===== src/rtl/pfx_pkg.sv =====
package pfx_pkg;

    typedef enum logic {
        PS_IDLE  = 1'b0,
        PS_ARMED = 1'b1
    } pfx_state_e;

endpackage


===== src/rtl/pfx_hold.sv =====
module pfx_hold
    import pfx_pkg::*;
#(
    parameter int DATA_W = 16,
    parameter int IDX_W  = 3
) (
    input  logic              clk,
    input  logic              rst_n,
    input  logic              wr_en,
    input  logic [IDX_W-1:0]  wr_idx,
    input  logic [DATA_W-1:0] wr_word,
    input  logic              step,
    output logic [DATA_W-1:0] held_word,
    output logic [IDX_W-1:0]  held_idx,
    output logic              armed
);

    pfx_state_e state_q, state_d;
    logic [DATA_W-1:0] word_q;
    logic [IDX_W-1:0]  idx_q;
    logic              retire;

    // state register
    always_ff @(posedge clk) begin
        if (!rst_n) state_q <= PS_IDLE;
        else        state_q <= state_d;
    end

    // transitions: load, reload, retire, wait
    always_comb begin
        state_d = state_q;
        retire  = 1'b0;
        unique case (state_q)
            PS_IDLE: begin
                if (wr_en) state_d = PS_ARMED;
            end
            PS_ARMED: begin
                if (wr_en) begin
                    state_d = PS_ARMED;
                end else if (step) begin
                    state_d = PS_IDLE;
                    retire  = 1'b1;
                end
            end
            default: state_d = PS_IDLE;
        endcase
    end

    // held word and index
    always_ff @(posedge clk) begin
        if (!rst_n) begin
            word_q <= '0;
            idx_q  <= '0;
        end else if (wr_en) begin
            word_q <= wr_word;
            idx_q  <= wr_idx;
        end else if (retire) begin
            word_q <= '0;
            idx_q  <= '0;
        end
    end

    // outputs
    always_comb begin
        held_word = word_q;
        held_idx  = idx_q;
        armed     = (state_q == PS_ARMED);
    end

    // without a held prefix the stored word and index stay at zero
    assert_idle_clear_R9: assert property (@(posedge clk) disable iff (!rst_n)
        !armed |-> (word_q == '0 && idx_q == '0));

endmodule


===== src/rtl/pfx_map.sv =====
module pfx_map #(
    parameter int SRC_W = 4,
    parameter int DST_W = 3,
    parameter int IDX_W = 3,
    parameter int IMM_W = 8,
    localparam int SRC_EXT_W = SRC_W + 1,
    localparam int DST_EXT_W = DST_W + IDX_W - 1
) (
    input  logic [IDX_W-1:0]     idx,
    input  logic [IMM_W-1:0]     low_word,
    input  logic [SRC_W-1:0]     src_field,
    input  logic [DST_W-1:0]     dst_field,
    output logic [SRC_EXT_W-1:0] src_addr,
    output logic [DST_EXT_W-1:0] dst_addr,
    output logic [IMM_W-1:0]     imm_byte
);

    // source bank: index bit 0
    always_comb src_addr = {idx[0], src_field};

    // destination bank: the upper index bits
    generate
        if (IDX_W > 1) begin : g_dst_bank
            always_comb dst_addr = {idx[IDX_W-1:1], dst_field};
        end else begin : g_dst_flat
            always_comb dst_addr = dst_field;
        end
    endgenerate

    always_comb imm_byte = low_word;

endmodule


===== src/rtl/pfx_extender.sv =====
module pfx_extender
    import pfx_pkg::*;
#(
    parameter int DATA_W = 16,
    parameter int IMM_W  = 8,
    parameter int IDX_W  = 3,
    parameter int SRC_W  = 4,
    parameter int DST_W  = 3,
    localparam int SRC_EXT_W = SRC_W + 1,
    localparam int DST_EXT_W = DST_W + IDX_W - 1
) (
    input  logic                 clk,
    input  logic                 rst_n,
    input  logic                 wr_valid,
    input  logic [IDX_W-1:0]     wr_index,
    input  logic [DATA_W-1:0]    wr_data,
    input  logic                 advance,
    input  logic [SRC_W-1:0]     src_raw,
    input  logic [DST_W-1:0]     dst_raw,
    output logic [DATA_W-1:0]    rd_data,
    output logic [SRC_EXT_W-1:0] src_ext,
    output logic [DST_EXT_W-1:0] dst_ext,
    output logic [IMM_W-1:0]     imm_hi
);

    logic [DATA_W-1:0] word;
    logic [IDX_W-1:0]  idx;
    logic              armed;

    pfx_hold #(.DATA_W(DATA_W), .IDX_W(IDX_W)) u_hold (
        .clk       (clk),
        .rst_n     (rst_n),
        .wr_en     (wr_valid),
        .wr_idx    (wr_index),
        .wr_word   (wr_data),
        .step      (advance),
        .held_word (word),
        .held_idx  (idx),
        .armed     (armed)
    );

    pfx_map #(
        .SRC_W(SRC_W), .DST_W(DST_W), .IDX_W(IDX_W), .IMM_W(IMM_W)
    ) u_map (
        .idx       (idx),
        .low_word  (word[IMM_W-1:0]),
        .src_field (src_raw),
        .dst_field (dst_raw),
        .src_addr  (src_ext),
        .dst_addr  (dst_ext),
        .imm_byte  (imm_hi)
    );

    always_comb rd_data = word;

    // a write lands in the readable register one cycle later
    assert_load_R2: assert property (@(posedge clk) disable iff (!rst_n)
        wr_valid |=> (rd_data == $past(wr_data)));

    // a lone advance strobe with a held prefix restores defaults
    assert_retire_R6: assert property (@(posedge clk) disable iff (!rst_n)
        (armed && advance && !wr_valid) |=> (rd_data == '0 && imm_hi == '0 && !armed));

    // with no write and no advance the held word is unchanged
    assert_keep_R6: assert property (@(posedge clk) disable iff (!rst_n)
        (!wr_valid && !advance) |=> $stable(rd_data));

    // on a collision the new index drives the source bank bit
    assert_collide_R7: assert property (@(posedge clk) disable iff (!rst_n)
        (wr_valid && advance) |=> (armed && src_ext[SRC_EXT_W-1] == $past(wr_index[0])));

    // the immediate byte tracks the low byte of the held word
    assert_imm_R3: assert property (@(posedge clk) disable iff (!rst_n)
        imm_hi == rd_data[IMM_W-1:0]);

endmodule


===== config.mk =====
export PLATFORM = sky130hd
export DESIGN_NAME = pfx_extender
export DESIGN_NICKNAME = d
export VERILOG_FILES = /design/src/rtl/pfx_pkg.sv /design/src/rtl/pfx_hold.sv /design/src/rtl/pfx_map.sv /design/src/rtl/pfx_extender.sv
export SDC_FILE = /design/constraint.sdc
export NUM_CORES = 1
export LEC_CHECK = 0
export BUFFER_PORTS_ARGS = -buffer_cell sky130_fd_sc_hd__buf_4
export CAP_MARGIN = 20
export CORE_UTILIZATION = 35
export DETAILED_ROUTE_END_ITERATION = 6
export PLACE_DENSITY = 0.71
export SLEW_MARGIN = 20
export SYNTH_ARGS = -nofsm -noshare
export SYNTH_HDL_FRONTEND = slang
export SYNTH_HIERARCHICAL = 1
export SYNTH_SLANG_ARGS = --single-unit

===== constraint.sdc =====
create_clock -name clk -period 1 [get_ports clk]
set_input_delay 0.05 -clock clk [delete_from_list [all_inputs] [get_ports clk]]
set_output_delay 0.05 -clock clk [all_outputs]
set_load 0.1 [all_outputs]

; Yosys cells after proc, flatten, opt, wreduce, memory -nomap -nowiden
; Cells that the tools add are included.
[classes]
n_mux = 11
bitwise_logic = 1
n_reduce_logical = 1
[ops]
columns = operator, count
row1 = two-way mux 16 bit, 2
row2 = two-way mux 1 bit, 6
row3 = two-way mux 3 bit, 2
row4 = one-hot mux 1 bit (2 select lines), 1
row5 = nonzero test 2 bit, 1
row6 = inverter 1 bit, 1
[word_totals]
reg_bits = 20
in_bits = 30
out_inout_bits = 34

; Longest topological paths before layout
; Gate-level depths: netlist (run 1).
[depth]
word_depth = 5
mapped_depth = 4
mapped_depth_nobuf = 3

; Modules after synthesis
; Netlist (run 1), hierarchy kept.
[by_module_without_submodules]
columns = module, instances, cells_per_inst, area_each_um2, seq_area_each_um2
row1 = pfx_hold, 1, 87, 862.1, 400.4
row2 = pfx_map, 1, 18, 135.1, 0.0

; Worst setup path after synthesis (run 1)
; No wires, ideal clock.
[synth_timing]
path_type = reg2out
start = register u_hold.word_q[0] (netlist: u_hold/held_word[0])
end = output port imm_hi[0]
arrival_ns = 1.374
path_slack_ns = -0.424
stages_incl_launch_ff = 2
cell_sequence = dfxtp_1 buf_4
[synth_lines]
columns = item, line_no
row1 = start: declaration, pfx_hold.sv:19  ; logic [DATA_W-1:0] word_q;
row2 = start signal: assignment, pfx_hold.sv:55  ; word_q <= wr_word;
row3 = end: declaration, pfx_extender.sv:23  ; output logic [IMM_W-1:0] imm_hi
; No word-level cell between the ends.

; Worst setup path after layout (run 1)
[layout_timing]
start = register u_hold.word_q[2] (netlist: u_hold/held_word[2])
end = output port imm_hi[2]
; No word-level cell between the ends.

==> flow_summary.toml, run 1 <==
[status]
status = "complete, no violations"

[yosys]
synthMostInstantiatedCell = "dfxtp_1"
yosys_warnings = 6
synthTopCellsByArea = "dfxtp_1 40%, buf_4 14%, nand3b_1 14%"
ys_ff_latch = 20
synth_ff_type = "dfxtp_1"
synth_top_area_share_pct = 40.2
synth-seq-area-share_pct = 40.2
netlist_instances = 105
synth_edf_count = 0
syn_nets = 135
synth_area_sq_um = 997
synthDistinctLibCells = 12
ys_async_sr_fraction_pct = 0
yosys-top-cells-count = "20 x dfxtp_1, 19 x buf_4, 19 x nand2_1, 19 x nand3b_1, 10 x a21boi_1"
syn_area_per_cell_sq_um = 9.50
yosysTopAreaCell = "dfxtp_1"

[clocking]
cts_inserted_buffers = 3
cts.sinks = 20
cts-htree-levels = 1
cts_buffer_depth = 2
insertion_delay_ps = 290
cts_tree = "yes"
cts_root_buffer = "clkbuf_4"
clkTransAtPathRegs_ps = 110

[critical_path]
cp_max_fo = 3
cp.required_ps = 950
start_kind = "flip-flop"
endpoint_kind = "primary output"
slowest_delay_ps = 370
cp_slowest_cell = "dfxtp_4"
crit_chain = "buf_4"
crit_buf_inv = 1
crit_family = "flip-flops"
worstPathArrival_ps = 950
critPathKind = "reg2out"

[power_and_ir_drop]
ir_worst_vdd_v = 0.000851
power_density_nw_per_um2 = 1420
power.leakage_nw = 0.633

[placed_design]
io_buffers = 49
hpwl_um = 1390
place_worst_setup_slack_ps = 149
dpl_cell_area_sq_um = 1260
routabilityCongestion = 0.706

[die]
start_util_pct = 38.5
die_h_um = 55.4
fp.dieArea_sq_um = 3070
core_area_sq_um = 2590
num_rows = 18
pin_count = 64
die_w_um = 55.4

[global_route]
grt_first_pass_wirelength_um = 3820
grt_pass1_vias = 865
antenna_found_initial = 0
grtUsageMet3_pct = 3.28
grt_max_degree = 40
grt-busiest-layer = "met2"
grt_overflow = 0
grtUsageTotal_pct = 15.3
gr-usage-met2_pct = 27.5
met1_usage_pct = 18.1

[drt]
drt-wirelength-per-cell_um = 12.2
routed_wl_um = 2110
drtIter0Drc = 33
detail_route.vias_per_cell = 4.83
drc = 0
ant_nets = 0
via_count = 835
drt_pass1_iterations = 4

[sta]
final.setup.worst_slack_ps = 2.75
rsz0062_at_grt = "yes"
slew_viol_final = 0
hold_viol = 0
skew_ps = 7.08
finalSetupViolCount = 0
worst_pin_slew_ps = 304
slew-limit-headroom_pct = 79.8
whs_ps = 15.9
layout_min_cycle_time_ps = 997
fmax_mhz = 1000
period_share_pct = 99.7

[hold_path]
hold_class = "in2reg"

[finish]
design_area_sq_um = 1480
num_antenna_cells = 0
drive_gt1_share_pct = 55.2
syn2layout_area_growth_pct = 47.9
fillers = 227
final_util_pct = 57.0
fin_nets = 174

[run]
cap_violations = 0
==> metal layers <==
metal	share of wire (%)	routed length, um
met2	50	1050
met5	0	0
met4	0	0
met3	7.2	152
met1	43	909
==> timing repair <==
item / in CTS / in global routing
endpoints found under the hold margin: 10 / 0
hold buffers: 10 / 0
buffers inserted: 0 / 0
gates resized for setup: 7 / 14
setup endpoints to repair: 8 / 17
==> sequential cells by signal, summed over array words and instances (netlist names) <==
signal            count
u_hold/armed          1
u_hold/held_word     16
u_hold/held_idx       3
==> cell families (layout without fill, tap and decap cells) <==
kind of cell           Yosys count  count (layout)  share of synthesized area [%]
AND/OR/NAND/NOR                 40              40                           23.2
buffers and inverters           25              63                           18.2
AO/OA/AOI/OAI                   20              20                           18.4
flip-flops                      20              20                           40.2
==> layout by cell type, fill, tap and decap left out <==
cell type,count
buf_12,1
buf_6,18
nand2_1,19
a21boi_2,9
o21a_1,1
buf_4,30
dlygate4sd3_1,10
nor2b_1,1
dfxtp_1,4
dfxtp_2,9
clkbuf_8,1
nand2_4,1
a21boi_1,10
clkbuf_4,3
nand3b_1,19
dfxtp_4,7
==> power by group <==
group          switching [W]  total, W  internal, W
registers          0.0000359  0.000872     0.000836
logic               0.000525  0.000764     0.000239
clock network       0.000233  0.000454     0.000222
==> per-stage QoR <==
step	setup TNS, ps	cells	total power (W)
2_1_floorplan	-82.0	105	0.00159
3_3_place_gp	0	159	0.00158
3_5_place_dp	0	159	0.00159
4_1_cts	-28.7	173	0.00209
5_1_grt	-96.4	173	0.00218
6_report	0	173	0.00209
==> cell type report <==
class	instances	area, sq um	share of cell area [%]
Timing Repair Buffer	59	548	37.2
Sequential cell	20	438	29.7
Multi-Input combinational cell	60	415	28.2
Tap cell	30	37.5	2.54
Clock buffer	4	36.3	2.46
==> path summary, 6_finish.rpt <==
check	from	endpoint	slack (ps)	cells after the start
worst max-delay path	u_hold/held_word[2]	imm_hi[2]	3	1
worst min-delay path	wr_data[5]	u_hold/held_word[5]	20	3
worst max register to register	u_hold/armed	u_hold/held_word[9]	130	3
worst min register to register	u_hold/held_word[0]	u_hold/held_word[0]	500	2
==> worst reg2reg max path, stage by stage (launching register included) <==
cell and delay, ps:
dfxtp_1 350, nand2_4 190, nand3b_1 140, a21boi_2 130
Note: power is estimated with default switching activity, not from simulation.
==> run 2, diff against run 1 <==
--- a/config.mk
+++ b/config.mk
@@ -9,7 +9,7 @@
 export CAP_MARGIN = 20
 export CORE_UTILIZATION = 35
 export DETAILED_ROUTE_END_ITERATION = 6
-export PLACE_DENSITY = 0.71
+export PLACE_DENSITY = 0.74
 export SLEW_MARGIN = 20
 export SYNTH_ARGS = -nofsm -noshare
 export SYNTH_HDL_FRONTEND = slang
==> constraint.sdc (replaced) <==
create_clock -name clk -period 0.8 [get_ports clk]
set_input_delay 0.04 -clock clk [delete_from_list [all_inputs] [get_ports clk]]
set_output_delay 0.04 -clock clk [all_outputs]
set_load 0.1 [all_outputs]
==> flow_summary.toml, run 2 (synthesis results as in run 1) <==
[status]
violations = "negative setup slack"
status = "finished, violations left"

[drt]
drtIter0Drc = 10
drt_pass1_iterations = 4
via_count = 914
detail_route.vias_per_cell = 4.84
ant_nets = 0
drc = 0
routed_wl_um = 2550
drt-wirelength-per-cell_um = 13.5

[sta]
slew-limit-headroom_pct = 78.9
skew_ps = 0.940
slew_viol_final = 0
layout_min_cycle_time_ps = 915
worst_pin_slew_ps = 317
period_share_pct = 114
whs_ps = 55.7
rsz0062_at_grt = "yes"
finalSetupViolCount = 32
hold_viol = 0
fmax_mhz = 1090
final.setup.worst_slack_ps = -115

[finish]
fillers = 169
final_common_cell = "buf_12"
largest_reg_flops = 16
drive_gt1_share_pct = 56.6
syn2layout_area_growth_pct = 94.7
layout_common_cells = "27 x buf_12, 26 x buf_4, 19 x dlygate4sd3_1, 19 x nand3b_1, 19 x nand2_1"
fin_nets = 190
num_antenna_cells = 0

[critical_path]
start_kind = "flip-flop"
crit_family = "flip-flops"
cp_slowest_cell = "dfxtp_4"
worstPathArrival_ps = 870
crit_chain = "buf_12"
slowest_delay_ps = 400
cp_max_fo = 3
crit_buf_inv = 1
endpoint_kind = "primary output"
critPathKind = "reg2out"
cp.required_ps = 760

[clocking]
cts_root_buffer = "clkbuf_4"
cts.sinks = 20
cts_buffer_depth = 2
insertion_delay_ps = 300
clkTransAtPathRegs_ps = 120
cts_tree = "yes"
cts-htree-levels = 1
cts_inserted_buffers = 3

[hold_path]
hold_class = "in2reg"

[power_and_ir_drop]
power_density_nw_per_um2 = 1600
power.leakage_nw = 0.791
post-layout-total-power_w = 0.00311
ir_worst_vdd_v = 0.00113

[die]
die_w_um = 55.4
core_area_sq_um = 2590
num_rows = 18
pin_count = 64
start_util_pct = 38.5
die_h_um = 55.4
fp.dieArea_sq_um = 3070

[global_route]
grt_pass1_vias = 942
grt_max_degree = 40
antenna_found_initial = 0
grt_overflow = 0
grtUsageTotal_pct = 16.9
grt_first_pass_wirelength_um = 4200

[placed_design]
hpwl_um = 1460
routabilityCongestion = 0.715
io_buffers = 49

[run]
cap_violations = 0
[run 2: changes by cell type in the layout (fill, tap and decap cells not counted), moves of 2 or more]
cell           delta
buf_12           +26
buf_4             -4
buf_6            -18
dfxtp_1           -4
dfxtp_2           -6
dfxtp_4          +10
dlygate4sd3_1     +9
nand2_4           +2
[run 2: metal layers]
metal  vias up  track usage (%)  wire length, um
met2        45             32.2             1330
met1       422             18.3             1060
met5         -                0                0
met3         4             3.51              143
li1        443                -                -
met4         0             5.36               14
[run 2: through the flow]
step           std cells  util, %  worst slack (ps)  instance area, sq um  setup TNS, ps
6_report             189     75.0              -115                  1940          -2770
5_1_grt              189     75.0              -154                  1940          -4330
3_5_place_dp         159     49.5             -49.3                  1280           -334
3_3_place_gp         159     49.5            -0.283                  1280         -0.283
2_1_floorplan        105        -             -35.2                  1140           -378
4_1_cts              186     73.4              -126                  1900          -3000
[run 2: worst paths after layout]
kind | slack [ps] | startpoint | end | depth (start not counted)
setup reg to reg | -20 | u_hold/armed | u_hold/held_word[9] | 3
hold reg to reg | 520 | u_hold/held_idx[1] | u_hold/held_idx[1] | 2
hold / removal | 60 | rst_n | u_hold/armed | 2
setup / recovery | -110 | u_hold/held_word[3] | rd_data[3] | 1
[run 2: timing repair]
| item | in CTS | in global routing |
|---|---|---|
| hold buffers | 19 | 0 |
| resized for setup | 86 | 3 |
| hold endpoints to repair | 19 | 0 |
| pin swaps | 1 | 2 |
| gates cloned | 1 | 2 |
| buffers inserted | 3 | 1 |
| endpoints found under the setup margin | 46 | 44 |
[run 2: final cells by class]
type                       instances  area [sq um]  share of cell area [%]
clock inverter                     1          30.0                    1.55
tap                               30          37.5                    1.93
multi-input combinational         63           458                    23.6
clock buffer                       3          22.5                    1.16
timing repair buffer              72           926                    47.7
sequential                        20           468                    24.1
[run 2: report_power, final]
group	switching (W)	internal [W]
clock network	0.000318	0.000506
registers	0.0000831	0.00103
logic	0.000682	0.000488
total	0.00108	0.00202
==> run 3, diff against run 2 <==
--- a/config.mk
+++ b/config.mk
@@ -5,6 +5,7 @@
 export SDC_FILE = /design/constraint.sdc
 export NUM_CORES = 1
 export LEC_CHECK = 0
+export ABC_AREA = 1
 export BUFFER_PORTS_ARGS = -buffer_cell sky130_fd_sc_hd__buf_4
 export CAP_MARGIN = 20
 export CORE_UTILIZATION = 35
==> flow_summary.toml, run 3 <==
[yosys]
netlist_instances = 108
syn_nets = 138
ys_ff_latch = 20
yosys_warnings = 6
syn_area_per_cell_sq_um = 9.18
synth_area_sq_um = 991
synth_ff_type = "dfxtp_1"
synth_edf_count = 0
synthTopCellsByArea = "dfxtp_1 40%, buf_4 15%, nand3_2 10%"
synthDistinctLibCells = 13
yosys-top-cells-count = "20 x buf_4, 20 x dfxtp_1, 20 x nand2_1"
yosysTopAreaCell = "dfxtp_1"
ys_async_sr_fraction_pct = 0
synth_top_area_share_pct = 40.4
synth-seq-area-share_pct = 40.4

[sta]
worst_pin_slew_ps = 199
slew_viol_final = 0
hold_viol = 0
rsz0062_at_grt = "yes"
finalSetupViolCount = 32
slew-limit-headroom_pct = 86.7
layout_min_cycle_time_ps = 912
fmax_mhz = 1100
whs_ps = 24.3
skew_ps = 1.65
final.setup.worst_slack_ps = -112
period_share_pct = 114

[clocking]
insertion_delay_ps = 290
cts-htree-levels = 1
cts_root_buffer = "clkbuf_4"
cts_inserted_buffers = 3
clkTransAtPathRegs_ps = 110
cts_buffer_depth = 2
cts_tree = "yes"
cts.sinks = 20

[critical_path]
crit_chain = "buf_12"
start_kind = "flip-flop"
r2r-end = "u_hold/held_word[13]"
cp.required_ps = 760
worstPathArrival_ps = 870
r2r_cells = 3
crit_buf_inv = 1
crit_family = "flip-flops"
cp_max_fo = 3
cp_slowest_cell = "dfxtp_4"
critPathKind = "reg2out"
path_depth = 1
reg2reg_from = "u_hold/armed"
ff2ff_setup_slack_ps = -20
endpoint_kind = "primary output"
slowest_delay_ps = 400

[hold_path]
hold_depth = 3
min-delay-start = "wr_data[4]"
hold_path_end = "u_hold/held_word[4]"
hold_class = "in2reg"

[finish]
fillers = 158
seq_area_sq_um = 470
layout_common_cells = "36 x buf_4, 29 x buf_12, 20 x nand2_1, 18 x a21oi_2, 18 x dfxtp_4"
largest_reg_flops = 16
multi_input_area_sq_um = 518
final_util_pct = 80.8
fin_nets = 202
num_antenna_cells = 0
drive_gt1_share_pct = 75.4
final_common_cell = "buf_4"
final_cells = 201
syn2layout_area_growth_pct = 109

[drt]
routed_wl_um = 2930
via_count = 962
drtIter0Drc = 5
detail_route.vias_per_cell = 4.79
drc = 0
drt-wirelength-per-cell_um = 14.6
ant_nets = 0
drt_pass1_iterations = 4

[power_and_ir_drop]
power_density_nw_per_um2 = 1380
power.leakage_nw = 0.824
ir_worst_vdd_v = 0.00125

[die]
die_h_um = 55.2
start_util_pct = 38.6
fp.dieArea_sq_um = 3050
pin_count = 64
num_rows = 18
core_area_sq_um = 2570
die_w_um = 55.2

[global_route]
antenna_found_initial = 0
grtUsageTotal_pct = 19.2
grt_max_degree = 21
grt_pass1_vias = 1003
grt_first_pass_wirelength_um = 4620
grt_overflow = 0

[placed_design]
io_buffers = 49
routabilityCongestion = 0.747
place_inst = 166
hpwl_um = 1460

[run]
cap_violations = 0

[status]
status = "finished, violations left"
violations = "negative setup slack"
## run 3: cell types whose count changed after synthesis, moves of 9 or more
cell      change
nand3b_1     -19
a21boi_1     -10
a21oi_1      +10
a21oi_2      +10
nand3_2      +10
a21boi_2      -9
nand3_1       +9
## run 3: worst max path at each step
stage	from	to	slack (ps)
after floorplan	u_hold/held_word[0]	u_hold/held_word[0]	-10
after global placement	u_hold/armed	u_hold/held_word[15]	-30
after detailed placement	u_hold/armed	u_hold/held_word[10]	-80
after CTS	u_hold/held_word[5]	rd_data[5]	-130
after global routing	u_hold/held_word[7]	rd_data[7]	-160
final	u_hold/held_word[4]	rd_data[4]	-110
## run 3: final cells by class
type,count,area share [%]
multi-input cells,63,25.0
clock buffers,4,1.27
repair buffers,81,48.7
flip-flops and latches,20,22.7
well taps,30,1.81
inverters,3,0.543
## run 3: cells by family (layout without fill, tap and decap cells)
family,Yosys count,in the layout,synth area share [%]
simple gates,40,43,23.4
buf+inv,28,88,22.3
compound gates,20,20,13.9
flops,20,20,40.4
## run 3: stage by stage
step | total power [W] | instance area, sq um | TNS [ps] | setup slack (ps)
floorplan | 0.00202 | 1120 | -272 | -14.2
global placement | 0.00199 | 1310 | -244 | -28.1
detailed placement | 0.00200 | 1310 | -869 | -79.1
CTS | 0.00284 | 1950 | -2930 | -126
global route | 0.00301 | 2070 | -4340 | -160
finish | 0.00287 | 2070 | -2610 | -112
## run 3: worst min-delay path, cell delays in order
cell and delay (ps):
buf_4 110, nand2_1 80, a21oi_2 60
## run 3: metal layers
| metal | GRT usage, % | part of all wire, % |
|---|---|---|
| met2 | 38.0 | 55 |
| met1 | 20.0 | 40 |
| met3 | 5.62 | 4.7 |
| met5 | 0 | 0 |
| met4 | 2.50 | 0 |
## run 3: power breakdown
| part | internal [W] | total, W | switching (W) |
|---|---|---|---|
| clock | 0.000194 | 0.000482 | 0.000289 |
| sequential | 0.00103 | 0.00112 | 0.0000916 |
| combinational | 0.000519 | 0.00127 | 0.000752 |
## run 3: what timing repair did
item / CTS / global route
endpoints found under the setup margin: 46 / 46
gates resized for setup: 89 / 18
setup buffers: 10 / 2
gates cloned: 1 / 2
pin swaps: 1 / 14
hold buffers: 16 / 0
hold endpoints to repair: 16 / 0
